<file path="config.mk">
export PLATFORM = sky130hd
export DESIGN_NAME = xing_gate_ctrl
export DESIGN_NICKNAME = d
export VERILOG_FILES = /design/src/rtl/xing_pkg.sv /design/src/rtl/xing_side_sel.sv /design/src/rtl/xing_phase_next.sv /design/src/rtl/xing_track.sv /design/src/rtl/xing_gate_ctrl.sv
export SDC_FILE = /design/constraint.sdc
export NUM_CORES = 1
export LEC_CHECK = 0
export BUFFER_PORTS_ARGS = -buffer_cell sky130_fd_sc_hd__buf_4
export CAP_MARGIN = 20
export CORE_AREA = 2 2 39 41
export CTS_CLUSTER_SIZE = 10
export DETAILED_ROUTE_END_ITERATION = 8
export DIE_AREA = 0 0 41 43
export MAX_ROUTING_LAYER = met4
export SLEW_MARGIN = 10
export SYNTH_ARGS = -nofsm -noshare
export SYNTH_HDL_FRONTEND = slang
export SYNTH_SLANG_ARGS = --single-unit
</file>
<file path="constraint.sdc">
create_clock -name clk -period 2.3 [get_ports clk]
set_input_delay 0.23 -clock clk [delete_from_list [all_inputs] [get_ports clk]]
set_output_delay 0.23 -clock clk [all_outputs]
set_load 0.01 [all_outputs]
</file>
<file path="src/rtl/xing_pkg.sv">
// Shared types for the crossing gate controller.
// A tracked train is described by its entry side and a progress phase.
package xing_pkg;

    localparam int PH_W = 3;

    typedef enum logic {
        FROM_A = 1'b0,
        FROM_B = 1'b1
    } dir_e;

    typedef enum logic [PH_W-1:0] {
        PH_IDLE  = 3'd0,   // no train tracked
        PH_ENTER = 3'd1,   // front over entry detector, far detector not yet reached
        PH_GAP   = 3'd2,   // short train wholly between detectors
        PH_SPAN  = 3'd3,   // long train covering both detectors
        PH_EXIT  = 3'd4    // tail past entry detector, still over far detector
    } phase_e;

    typedef struct packed {
        dir_e   dir;
        phase_e ph;
    } track_t;

endpackage

</file>
<file path="src/rtl/xing_side_sel.sv">
// Maps the two physical detectors onto entry-side (near) and far-side
// views for the direction being tracked.
// Assumes: dir is only meaningful while a train is tracked.
module xing_side_sel
    import xing_pkg::*;
(
    input  dir_e dir,
    input  logic det_a,
    input  logic det_b,
    output logic near_on,
    output logic far_on
);

    // Purpose: swap detector roles according to the entry side.
    always_comb begin
        if (dir == FROM_A) begin
            near_on = det_a;
            far_on  = det_b;
        end else begin
            near_on = det_b;
            far_on  = det_a;
        end
    end

endmodule

</file>
<file path="src/rtl/xing_phase_next.sv">
// Next-phase logic, written once in direction-neutral terms.
// Assumes: near_on/far_on are already oriented to the tracked direction;
// any_on is the raw OR of both detectors, used only from idle.
module xing_phase_next
    import xing_pkg::*;
(
    input  phase_e ph,
    input  logic   any_on,
    input  logic   near_on,
    input  logic   far_on,
    output phase_e ph_n
);

    // Purpose: advance the progress phase from the oriented detector levels.
    always_comb begin
        ph_n = ph;
        case (ph)
            PH_IDLE: begin
                if (any_on) ph_n = PH_ENTER;
            end
            PH_ENTER: begin
                if (near_on && far_on)        ph_n = PH_SPAN;
                else if (!near_on && far_on)  ph_n = PH_EXIT;
                else if (!near_on && !far_on) ph_n = PH_GAP;
            end
            PH_GAP: begin
                if (far_on) ph_n = PH_EXIT;
            end
            PH_SPAN: begin
                if (!near_on && far_on)       ph_n = PH_EXIT;
                else if (!near_on && !far_on) ph_n = PH_IDLE;
            end
            PH_EXIT: begin
                if (!far_on) ph_n = PH_IDLE;
            end
            default: ph_n = PH_IDLE;
        endcase
    end

endmodule

</file>
<file path="src/rtl/xing_track.sv">
// Tracking register: holds entry side and phase, and chooses the entry
// side when a train first appears (side A wins a tie).
// Assumes: synchronous active-low reset.
module xing_track
    import xing_pkg::*;
(
    input  logic   clk,
    input  logic   rst_n,
    input  logic   det_a,
    input  phase_e ph_n,
    output track_t st
);

    dir_e   dir_q;
    phase_e ph_q;

    // Purpose: register phase and latch entry side on leaving idle.
    always_ff @(posedge clk) begin
        if (!rst_n) begin
            ph_q  <= PH_IDLE;
            dir_q <= FROM_A;
        end else begin
            ph_q <= ph_n;
            if (ph_q == PH_IDLE && ph_n != PH_IDLE)
                dir_q <= det_a ? FROM_A : FROM_B;
        end
    end

    assign st = '{dir: dir_q, ph: ph_q};

endmodule

</file>
<file path="src/rtl/xing_gate_ctrl.sv">
// Crossing gate controller top. gate_lower is high whenever a train is
// tracked. Detectors are level inputs, already synchronous to clk.
module xing_gate_ctrl
    import xing_pkg::*;
(
    input  logic clk,
    input  logic rst_n,
    input  logic det_a,
    input  logic det_b,
    output logic gate_lower
);

    track_t st_q;
    phase_e ph_n;
    logic   near_on;
    logic   far_on;
    logic   any_on;

    assign any_on = det_a | det_b;

    xing_side_sel u_sel (
        .dir     (st_q.dir),
        .det_a   (det_a),
        .det_b   (det_b),
        .near_on (near_on),
        .far_on  (far_on)
    );

    xing_phase_next u_next (
        .ph      (st_q.ph),
        .any_on  (any_on),
        .near_on (near_on),
        .far_on  (far_on),
        .ph_n    (ph_n)
    );

    xing_track u_trk (
        .clk   (clk),
        .rst_n (rst_n),
        .det_a (det_a),
        .ph_n  (ph_n),
        .st    (st_q)
    );

    // Purpose: gates down in every phase except idle.
    always_comb gate_lower = (st_q.ph != PH_IDLE);

endmodule

</file>
==> results.sh, run 1 <==
export IMPL_combinational_share_of_power=0.223
export IMPL_cell_chain_critical_path="nor3_2 -> inv_1 -> buf_4"
export IMPL_postCtsSetupBuffers=0
export IMPL_worst_endpoint_required_ns=2.07
export IMPL_layout_cells_most_common_list="sky130_fd_sc_hd__a21oi_1 (5), sky130_fd_sc_hd__buf_4 (4), sky130_fd_sc_hd__dfxtp_1 (4)"
export IMPL_ys_seq_elements=4
export IMPL_route_vias_total=259
export IMPL_clock_skew_ns=0.00494
export IMPL_cts_sink_count=4
export IMPL_crit_fanout=9
export IMPL_detail_route_vias_per_cell=4.71
export IMPL_total_iterations_of_the_first_detailed_routing_run=2
export IMPL_design_final_nets=45
export IMPL_clock_insertion_delay_worst_skew_ns=0.24
export IMPL_synth_sequential_area_ratio=0.292
export IMPL_crit_start_category="flop"
export IMPL_final_layout_size_suffix_gt1_frac=0.205
export IMPL_nFillCells=156
export IMPL_power_uw=235
export IMPL_swShare=0.302
export IMPL_netSwitchingPower_uw=71.0
export IMPL_result_of_the_run="completed"
export IMPL_synthesis_nets=38
export IMPL_routedWlPerCell_um=11.7
export IMPL_fin_util=0.243
export IMPL_timing_fmax_ghz=0.762
export IMPL_max_cap_violations=0
export IMPL_cp_slowest_cell="sky130_fd_sc_hd__dfxtp_1"
export IMPL_synthesized_instance_count=34
export IMPL_final_setup_tns_ns=0
export IMPL_first_global_vias=248
export IMPL_cellLeakagePower_uw=0.000132
export IMPL_fin_worst_hold_slack_ns=0.235
export IMPL_floorplan_row_count=14
export IMPL_hold_violations=0
export IMPL_clockRootBuffer="sky130_fd_sc_hd__clkbuf_4"
export IMPL_rsz_0062_raised_after_global_routing="no"
export IMPL_syn_mean_instance_area_um2=8.06
export IMPL_hold_path_class="input pin to flop"
export IMPL_post_synth_num_cell_types=17
export IMPL_ys_warnings_count=0
export IMPL_irDropWorstVdd_uv=320
export IMPL_insertedDiodeCount=0
export IMPL_slowest_delay_ns=0.38
export IMPL_ctsLongestPathBuffers=2
export IMPL_die_height_um=43
export IMPL_layout_area_overhead_vs_synth_pct=22.8
export IMPL_report_final_slew_viol_count=0
export IMPL_yosys_area_top_type_share=0.292
export IMPL_worst_ep_arrival_time_ns=1.08
export IMPL_p_int_uw=164
export IMPL_cts_made_buffers=3
export IMPL_tritoncts="yes"
export IMPL_power_density_mw_per_mm2=699
export IMPL_grt_pass1_wl_um=1060
export IMPL_grt_max_degree=10
export IMPL_globalRoute_totalOverflow=0
export IMPL_place_congestion=0.757
export IMPL_slew_headroom=0.814
export IMPL_die_area_mm2=0.00176
export IMPL_clk_pin_slew_ns=0.04
export IMPL_layout_worst_path_cycle_share=0.571
export IMPL_drt_iter0_markers=4
export IMPL_final_instance_count_excl_fill=55
export IMPL_design_core_area_mm2=0.00138
export IMPL_holdBufCountCts=0
export IMPL_grt_antenna_before_repair=0
export IMPL_netlist_top_cells_area="sky130_fd_sc_hd__dfxtp_1 (29%), sky130_fd_sc_hd__a21oi_1 (9.1%), sky130_fd_sc_hd__or2b_1 (8.2%)"
export IMPL_post_synth_instance_area_um2=274
export IMPL_synth_largest_area_cell="sky130_fd_sc_hd__dfxtp_1"
export IMPL_most_frequent_standard_cell_in_the_layout_excluding_fill_and_tap_cells="sky130_fd_sc_hd__a21oi_1"
export IMPL_drt_total_wl_um=646
export IMPL_clockPowerShare=0.393
export IMPL_final_antenna_net_count=0
export IMPL_post_dp_hpwl_um=460
export IMPL_cts_repair_resized=0
export IMPL_power_sequential_fraction=0.385
export IMPL_end_kind="output port"
export IMPL_ctsHtreeMaxLevel=1
export IMPL_io_pins=5
export IMPL_final_setup_violation_count=0
export IMPL_chipWidth_um=41
export IMPL_drcViolationCount=0
export IMPL_grt_use_total=0.0926
export IMPL_portBuffers=4
export IMPL_criticalPathCategory="flop to output port"
export IMPL_initial_core_utilization=0.198
export IMPL_dp_cells=52
export IMPL_final_period_minus_worst_setup_slack_ns=1.31
export IMPL_tightest_slew_ns=0.278
## cells in the mapped netlist
library cell,number
sky130_fd_sc_hd__a21oi_1,5
sky130_fd_sc_hd__dfxtp_1,4
sky130_fd_sc_hd__nand2b_1,3
sky130_fd_sc_hd__or2b_1,3
sky130_fd_sc_hd__buf_2,2
sky130_fd_sc_hd__inv_1,2
sky130_fd_sc_hd__mux2i_1,2
sky130_fd_sc_hd__nand2_1,2
sky130_fd_sc_hd__o211ai_1,2
sky130_fd_sc_hd__o31ai_1,2
sky130_fd_sc_hd__a211oi_1,1
sky130_fd_sc_hd__a21boi_0,1
sky130_fd_sc_hd__and2_1,1
sky130_fd_sc_hd__nor2b_1,1
sky130_fd_sc_hd__nor3_1,1
sky130_fd_sc_hd__nor3_2,1
sky130_fd_sc_hd__o311a_1,1
## worst max-delay path, delay by kind of cell, from the launching register on
kind / cells / cell delay [ns]
buffers and inverters: 2 / 0.20
DFF: 1 / 0.38
and+or+nand+nor: 1 / 0.26
## state kept, by name (all words and copies together) (netlist names)
name,cells
u_trk.ph_q,3
u_trk.dir_q,1
## final timing paths
check                              startpoint             to  slack [ns]  depth (start not counted)
worst min-delay path                    rst_n    u_trk.dir_q        0.23                          3
worst min register to register  u_trk.ph_q[1]  u_trk.ph_q[1]        0.54                          2
worst max-delay path            u_trk.ph_q[0]     gate_lower        0.99                          3
worst max register to register  u_trk.ph_q[0]  u_trk.ph_q[2]        1.13                          3
## logic make-up after synthesis
family / after synthesis / synth area share
AOI/OAI and AO/OA: 12 / 0.292
buffers and inverters: 4 / 0.0639
DFF: 4 / 0.292
muxes: 2 / 0.0731
and+or+nand+nor: 12 / 0.279
## cell type report
| class | instances | area (µm²) | share of cell area |
|---|---|---|---|
| sequential | 4 | 80.1 | 0.238 |
| clock buffer | 3 | 22.5 | 0.0669 |
| inverter | 2 | 7.51 | 0.0223 |
| timing repair buffer | 4 | 30.0 | 0.0892 |
| tap | 16 | 20.0 | 0.0595 |
| multi-input combinational | 26 | 176 | 0.524 |
## routing by layer
metal  up-vias  track usage  part of all wire
li1        131            -                 -
met1       122        0.125              0.48
met2         6        0.122              0.45
met3         0       0.0628             0.074
met4         0            0                 0
met5         -            -                 0
## metrics by stage
step	cell area, µm²	setup WS (ns)
after floorplan	274	1.26
after global placement	314	1.17
after detailed placement	314	1.14
after CTS	337	0.980
after global routing	337	0.899
final	337	0.987
## power groups by stage
stage,Combinational (µW),Clock [µW],Sequential [µW]
6_report,52.4,92.4,90.5
5_1_grt,59.0,98.7,92.1
4_1_cts,52.6,94.3,90.5
3_5_place_dp,52.3,0,91.7
3_3_place_gp,50.9,0,91.1
2_1_floorplan,40.7,0,84.6
Power figures use the tool's default switching activity.
==> run 2, diff against run 1 <==
Clock period 2.3 ns to 1.3 ns, I/O delays scaled along.
==> results.sh, run 2 (synthesis results as in run 1) <==
export IMPL_drcViolationCount=0
export IMPL_cts_repair_resized=0
export IMPL_netSwitchingPower_uw=113
export IMPL_layout_area_overhead_vs_synth_pct=22.8
export IMPL_postCtsSetupBuffers=0
export IMPL_power_sequential_fraction=0.391
export IMPL_final_layout_size_suffix_gt1_frac=0.205
export IMPL_p_int_uw=290
export IMPL_largest_reg_flops=3
export IMPL_ctsHtreeMaxLevel=1
export IMPL_result_of_the_run="completed"
export IMPL_register_area_um2=80.1
export IMPL_criticalPathCategory="flop to output port"
export IMPL_nFillCells=153
export IMPL_max_cap_violations=0
export IMPL_fin_worst_hold_slack_ns=0.139
export IMPL_io_pins=5
export IMPL_timing_fmax_ghz=0.841
export IMPL_layout_worst_path_cycle_share=0.914
export IMPL_final_setup_violation_count=0
export IMPL_tightest_slew_ns=0.254
export IMPL_report_final_slew_viol_count=0
export IMPL_grt_pass1_wl_um=952
export IMPL_cts_made_buffers=3
export IMPL_ctsLongestPathBuffers=2
export IMPL_design_core_area_mm2=0.00138
export IMPL_post_dp_hpwl_um=399
export IMPL_route_vias_total=249
export IMPL_postPlaceCellArea_um2=314
export IMPL_drt_total_wl_um=525
export IMPL_irDropWorstVdd_uv=593
export IMPL_worst_endpoint_required_ns=1.17
export IMPL_routedWlPerCell_um=9.55
export IMPL_cts_sink_count=4
export IMPL_clock_insertion_delay_worst_skew_ns=0.24
export IMPL_crit_fanout=9
export IMPL_layout_cells_most_common_list="sky130_fd_sc_hd__a21oi_1 (5), sky130_fd_sc_hd__buf_4 (4), sky130_fd_sc_hd__dfxtp_1 (4)"
export IMPL_fin_util=0.243
export IMPL_total_iterations_of_the_first_detailed_routing_run=3
export IMPL_tritoncts="yes"
export IMPL_place_congestion=0.837
export IMPL_final_setup_tns_ns=0
export IMPL_floorplan_row_count=14
export IMPL_grt_antenna_before_repair=0
export IMPL_largest_register="u_trk.ph_q"
export IMPL_drt_iter0_markers=1
export IMPL_largestRegisters="u_trk.ph_q: 3 flops, u_trk.dir_q: 1 flops"
export IMPL_die_height_um=43
export IMPL_portBuffers=4
export IMPL_die_area_mm2=0.00176
export IMPL_crit_start_category="flop"
export IMPL_hold_path_class="input pin to flop"
export IMPL_final_period_minus_worst_setup_slack_ns=1.19
export IMPL_detail_route_vias_per_cell=4.53
export IMPL_combinational_share_of_power=0.227
export IMPL_clock_skew_ns=0.00365
export IMPL_multi_input_gate_area_um2=176
export IMPL_clockPowerShare=0.382
export IMPL_slew_headroom=0.830
export IMPL_hold_violations=0
export IMPL_first_global_vias=237
export IMPL_clockRootBuffer="sky130_fd_sc_hd__clkbuf_4"
export IMPL_worst_ep_arrival_time_ns=1.06
export IMPL_final_antenna_net_count=0
export IMPL_design_final_nets=45
export IMPL_postLayoutCellArea_um2=337
export IMPL_globalRoute_totalOverflow=0
export IMPL_end_kind="output port"
export IMPL_power_density_mw_per_mm2=1200
export IMPL_cellLeakagePower_uw=0.000132
export IMPL_most_frequent_standard_cell_in_the_layout_excluding_fill_and_tap_cells="sky130_fd_sc_hd__a21oi_1"
export IMPL_grt_max_degree=10
export IMPL_holdBufCountCts=0
export IMPL_clk_pin_slew_ns=0.04
export IMPL_rsz_0062_raised_after_global_routing="no"
export IMPL_chipWidth_um=41
export IMPL_insertedDiodeCount=0
export IMPL_initial_core_utilization=0.198
export IMPL_grt_use_total=0.0823
export IMPL_swShare=0.281
## run 2: cell counts in the layout (fill, tap and decap cells not counted)
No cell type changed its count.
## run 2: power groups by stage
stage	Clock, µW	Combinational (µW)	Sequential (µW)
floorplan	0	72.0	150
global placement	0	92.2	159
detailed placement	0	92.0	160
CTS	160	92.5	158
global route	167	101	162
finish	154	91.4	158
## run 2: routing by layer
layer	up-vias	wire, µm	part of all wire	track usage
met2	6	219	0.42	0.100
li1	131	-	-	-
met3	0	43	0.082	0.0628
met5	-	0	0	-
met1	112	261	0.50	0.106
met4	0	0	0	0.0200
## run 2: worst paths after layout
kind	start	endpoint	slack, ns	cells past startpoint
hold reg to reg	u_trk.ph_q[1]	u_trk.ph_q[1]	0.52	2
setup / recovery	u_trk.ph_q[0]	gate_lower	0.11	3
setup reg to reg	u_trk.ph_q[0]	u_trk.ph_q[2]	0.18	3
hold / removal	rst_n	u_trk.dir_q	0.14	3
## run 2: per-stage QoR
stage | worst slack, ns | power [µW] | std cells
2_1_floorplan | 0.260 | 222 | 34
3_3_place_gp | 0.208 | 251 | 52
3_5_place_dp | 0.180 | 252 | 52
4_1_cts | 0.0895 | 411 | 55
5_1_grt | 0.0404 | 431 | 55
6_report | 0.111 | 403 | 55
## run 2: layout make-up
cell class / instances / area share
inverters: 2 / 0.0223
repair buffers: 4 / 0.0892
clock buffers: 3 / 0.0669
multi-input cells: 26 / 0.524
well taps: 16 / 0.0595
flip-flops and latches: 4 / 0.238
## run 2: worst max-delay path, cell delays in order (launching register included)
cell and delay [ns]:
sky130_fd_sc_hd__dfxtp_1 0.36, sky130_fd_sc_hd__nor3_2 0.26, sky130_fd_sc_hd__inv_1 0.06, sky130_fd_sc_hd__buf_4 0.14
==> run 3, diff against run 2 <==
Settings changed: ABC_AREA from default to 1.
==> results.sh, run 3 <==
export IMPL_rrSetupSlack_ns=0.41
export IMPL_clock_skew_ns=0.00247
export IMPL_crit_start_category="flop"
export IMPL_layout_cells_most_common_list="sky130_fd_sc_hd__nand2_1 (22), sky130_fd_sc_hd__inv_1 (7), sky130_fd_sc_hd__nor2_1 (7)"
export IMPL_layout_worst_path_cycle_share=0.846
export IMPL_final_antenna_net_count=0
export IMPL_most_frequent_standard_cell_in_the_layout_excluding_fill_and_tap_cells="sky130_fd_sc_hd__nand2_1"
export IMPL_drt_iter0_markers=3
export IMPL_routedWlPerCell_um=7.43
export IMPL_syn_mean_instance_area_um2=5.49
export IMPL_yosys_area_top_type_share=0.307
export IMPL_irDropWorstVdd_uv=340
export IMPL_synthesis_nets=53
export IMPL_timing_fmax_ghz=0.909
export IMPL_ys_warnings_count=0
export IMPL_post_synth_num_cell_types=11
export IMPL_synth_edff_count=0
export IMPL_final_instance_count_excl_fill=72
export IMPL_synthAdderAreaFrac=0
export IMPL_clk_pin_slew_ns=0.04
export IMPL_nFillCells=157
export IMPL_worst_endpoint_required_ns=1.17
export IMPL_criticalPathCategory="flop to output port"
export IMPL_grt_use_total=0.0905
export IMPL_postPlaceCellArea_um2=319
export IMPL_worst_ep_arrival_time_ns=0.97
export IMPL_clockRootBuffer="sky130_fd_sc_hd__clkbuf_4"
export IMPL_netlist_top_cells_area="sky130_fd_sc_hd__nand2_1 (31%), sky130_fd_sc_hd__dfxtp_1 (30%), sky130_fd_sc_hd__inv_1 (9.8%)"
export IMPL_final_setup_tns_ns=0
export IMPL_post_synth_instance_area_um2=269
export IMPL_io_pins=5
export IMPL_largest_register="u_trk.ph_q"
export IMPL_hold_violations=0
export IMPL_slowest_delay_ns=0.35
export IMPL_cell_chain_critical_path="nor2_2 -> nand2_1 -> buf_4"
export IMPL_main_combinational_cell_family_by_area_after_synthesis="simple AND/OR/NAND/NOR gates"
export IMPL_floorplan_row_count=14
export IMPL_cp_slowest_cell="sky130_fd_sc_hd__dfxtp_1"
export IMPL_cts_repair_resized=0
export IMPL_synthMuxAreaShare=0
export IMPL_critical_path_buf_inv_count=1
export IMPL_placement_setup_worst_slack_ns=0.395
export IMPL_register_area_um2=80.1
export IMPL_dp_cells=69
export IMPL_grt_antenna_before_repair=0
export IMPL_synth_sequential_area_ratio=0.298
export IMPL_timing_final_ws_setup_ns=0.200
export IMPL_largest_reg_flops=3
export IMPL_synth_simple_gate_area_frac=0.540
export IMPL_holdBufCountCts=0
export IMPL_synth_top_flop_cell="sky130_fd_sc_hd__dfxtp_1"
export IMPL_max_cap_violations=0
export IMPL_die_height_um=43
export IMPL_crit_fanout=6
export IMPL_grt_pass1_wl_um=979
export IMPL_synth_largest_area_cell="sky130_fd_sc_hd__nand2_1"
export IMPL_design_core_area_mm2=0.00138
export IMPL_first_global_vias=263
export IMPL_multi_input_gate_area_um2=159
export IMPL_power_density_mw_per_mm2=1280
export IMPL_ys_seq_elements=4
export IMPL_globalRoute_totalOverflow=0
export IMPL_cellLeakagePower_uw=0.000194
export IMPL_end_kind="output port"
export IMPL_rsz_0062_raised_after_global_routing="no"
export IMPL_tritoncts="yes"
export IMPL_post_synth_top_count_cell="sky130_fd_sc_hd__nand2_1"
export IMPL_final_layout_size_suffix_gt1_frac=0.196
export IMPL_ctsLongestPathBuffers=2
export IMPL_place_congestion=0.765
export IMPL_grt_max_degree=7
export IMPL_post_dp_hpwl_um=455
export IMPL_postCtsSetupBuffers=0
export IMPL_cts_sink_count=4
export IMPL_tightest_slew_ns=0.199
export IMPL_route_vias_total=291
export IMPL_final_setup_violation_count=0
export IMPL_drt_total_wl_um=535
export IMPL_report_final_slew_viol_count=0
export IMPL_portBuffers=4
export IMPL_detail_route_vias_per_cell=4.04
export IMPL_synth_xor_xnor_area_share=0
export IMPL_hold_path_class="input pin to flop"
export IMPL_slew_headroom=0.867
export IMPL_chipWidth_um=41
export IMPL_timing_critical_path_max_delay_family="flip-flops"
export IMPL_postLayoutCellArea_um2=342
export IMPL_final_period_minus_worst_setup_slack_ns=1.10
export IMPL_result_of_the_run="completed"
export IMPL_drcViolationCount=0
export IMPL_synthesized_instance_count=49
export IMPL_layout_area_overhead_vs_synth_pct=27.0
export IMPL_synth_async_reset_ratio=0
export IMPL_insertedDiodeCount=0
export IMPL_design_final_nets=62
export IMPL_die_area_mm2=0.00176
export IMPL_post_synth_most_frequent_cells="sky130_fd_sc_hd__nand2_1 (22), sky130_fd_sc_hd__inv_1 (7), sky130_fd_sc_hd__nor2_1 (7)"
export IMPL_cts_made_buffers=3
export IMPL_clock_insertion_delay_worst_skew_ns=0.24
export IMPL_largestRegisters="u_trk.ph_q: 3 flops, u_trk.dir_q: 1 flops"
export IMPL_ctsHtreeMaxLevel=1
export IMPL_share_of_the_synthesized_area_in_compound_gates_ao_oa_aoi_oai=0.0512
export IMPL_initial_core_utilization=0.194
export IMPL_total_iterations_of_the_first_detailed_routing_run=3
-- run 3: cell count changes after synthesis, moves of 3 or more --
cell,previous run,this run
sky130_fd_sc_hd__nand2_1,2,22
sky130_fd_sc_hd__nor2_1,0,7
sky130_fd_sc_hd__inv_1,2,7
sky130_fd_sc_hd__a21oi_1,5,1
sky130_fd_sc_hd__nand2b_1,3,0
sky130_fd_sc_hd__nand3_1,0,3
sky130_fd_sc_hd__or2b_1,3,0
-- run 3: cell families after synthesis --
| kind of cell | count (synthesis) |
|---|---|
| buffers and inverters | 8 |
| AO/OA/AOI/OAI | 2 |
| flip-flops | 4 |
| AND/OR/NAND/NOR | 35 |
-- run 3: per-layer routing --
layer	track usage	vias up	routed length, µm	part of all wire
li1	-	163	-	-
met1	0.0836	119	240	0.45
met2	0.128	7	260	0.49
met3	0.0471	2	23	0.043
met4	0.0800	0	10	0.019
met5	-	-	0	0
-- run 3: path summary, 6_finish.rpt --
kind / start / end / cells after the start
max: u_trk.ph_q[0] / gate_lower / 3
min: rst_n / u_trk.ph_q[1] / 3
max reg2reg: u_trk.ph_q[2] / u_trk.ph_q[1] / 7
min reg2reg: u_trk.ph_q[0] / u_trk.ph_q[0] / 2
-- run 3: worst register-to-register path: cells and delay by family, from the launching register on --
family        cells  cell delay, ns
flops             1            0.37
simple gates      5            0.31
buf+inv           2            0.11
-- run 3: metrics by stage --
step                total power [µW]  utilization  hold WS (ns)
finish                           437        0.247        0.0944
global route                     478        0.247         0.112
CTS                              444        0.247        0.0981
detailed placement               284        0.231         0.345
global placement                 285        0.231         0.342
floorplan                        244            -         0.228
-- run 3: cell type report --
class | instances | area share
multi-input cells | 37 | 0.465
flip-flops and latches | 4 | 0.234
repair buffers | 4 | 0.0879
inverters | 8 | 0.0879
clock buffers | 3 | 0.0659
well taps | 16 | 0.0586
-- run 3: where the power goes --
group | leakage (µW) | total [µW] | internal (µW) | switching (µW)
Sequential | 0.0000330 | 158 | 140 | 18.1
Clock | 0.0000138 | 158 | 103 | 54.3
Combinational | 0.000147 | 122 | 50.9 | 70.8
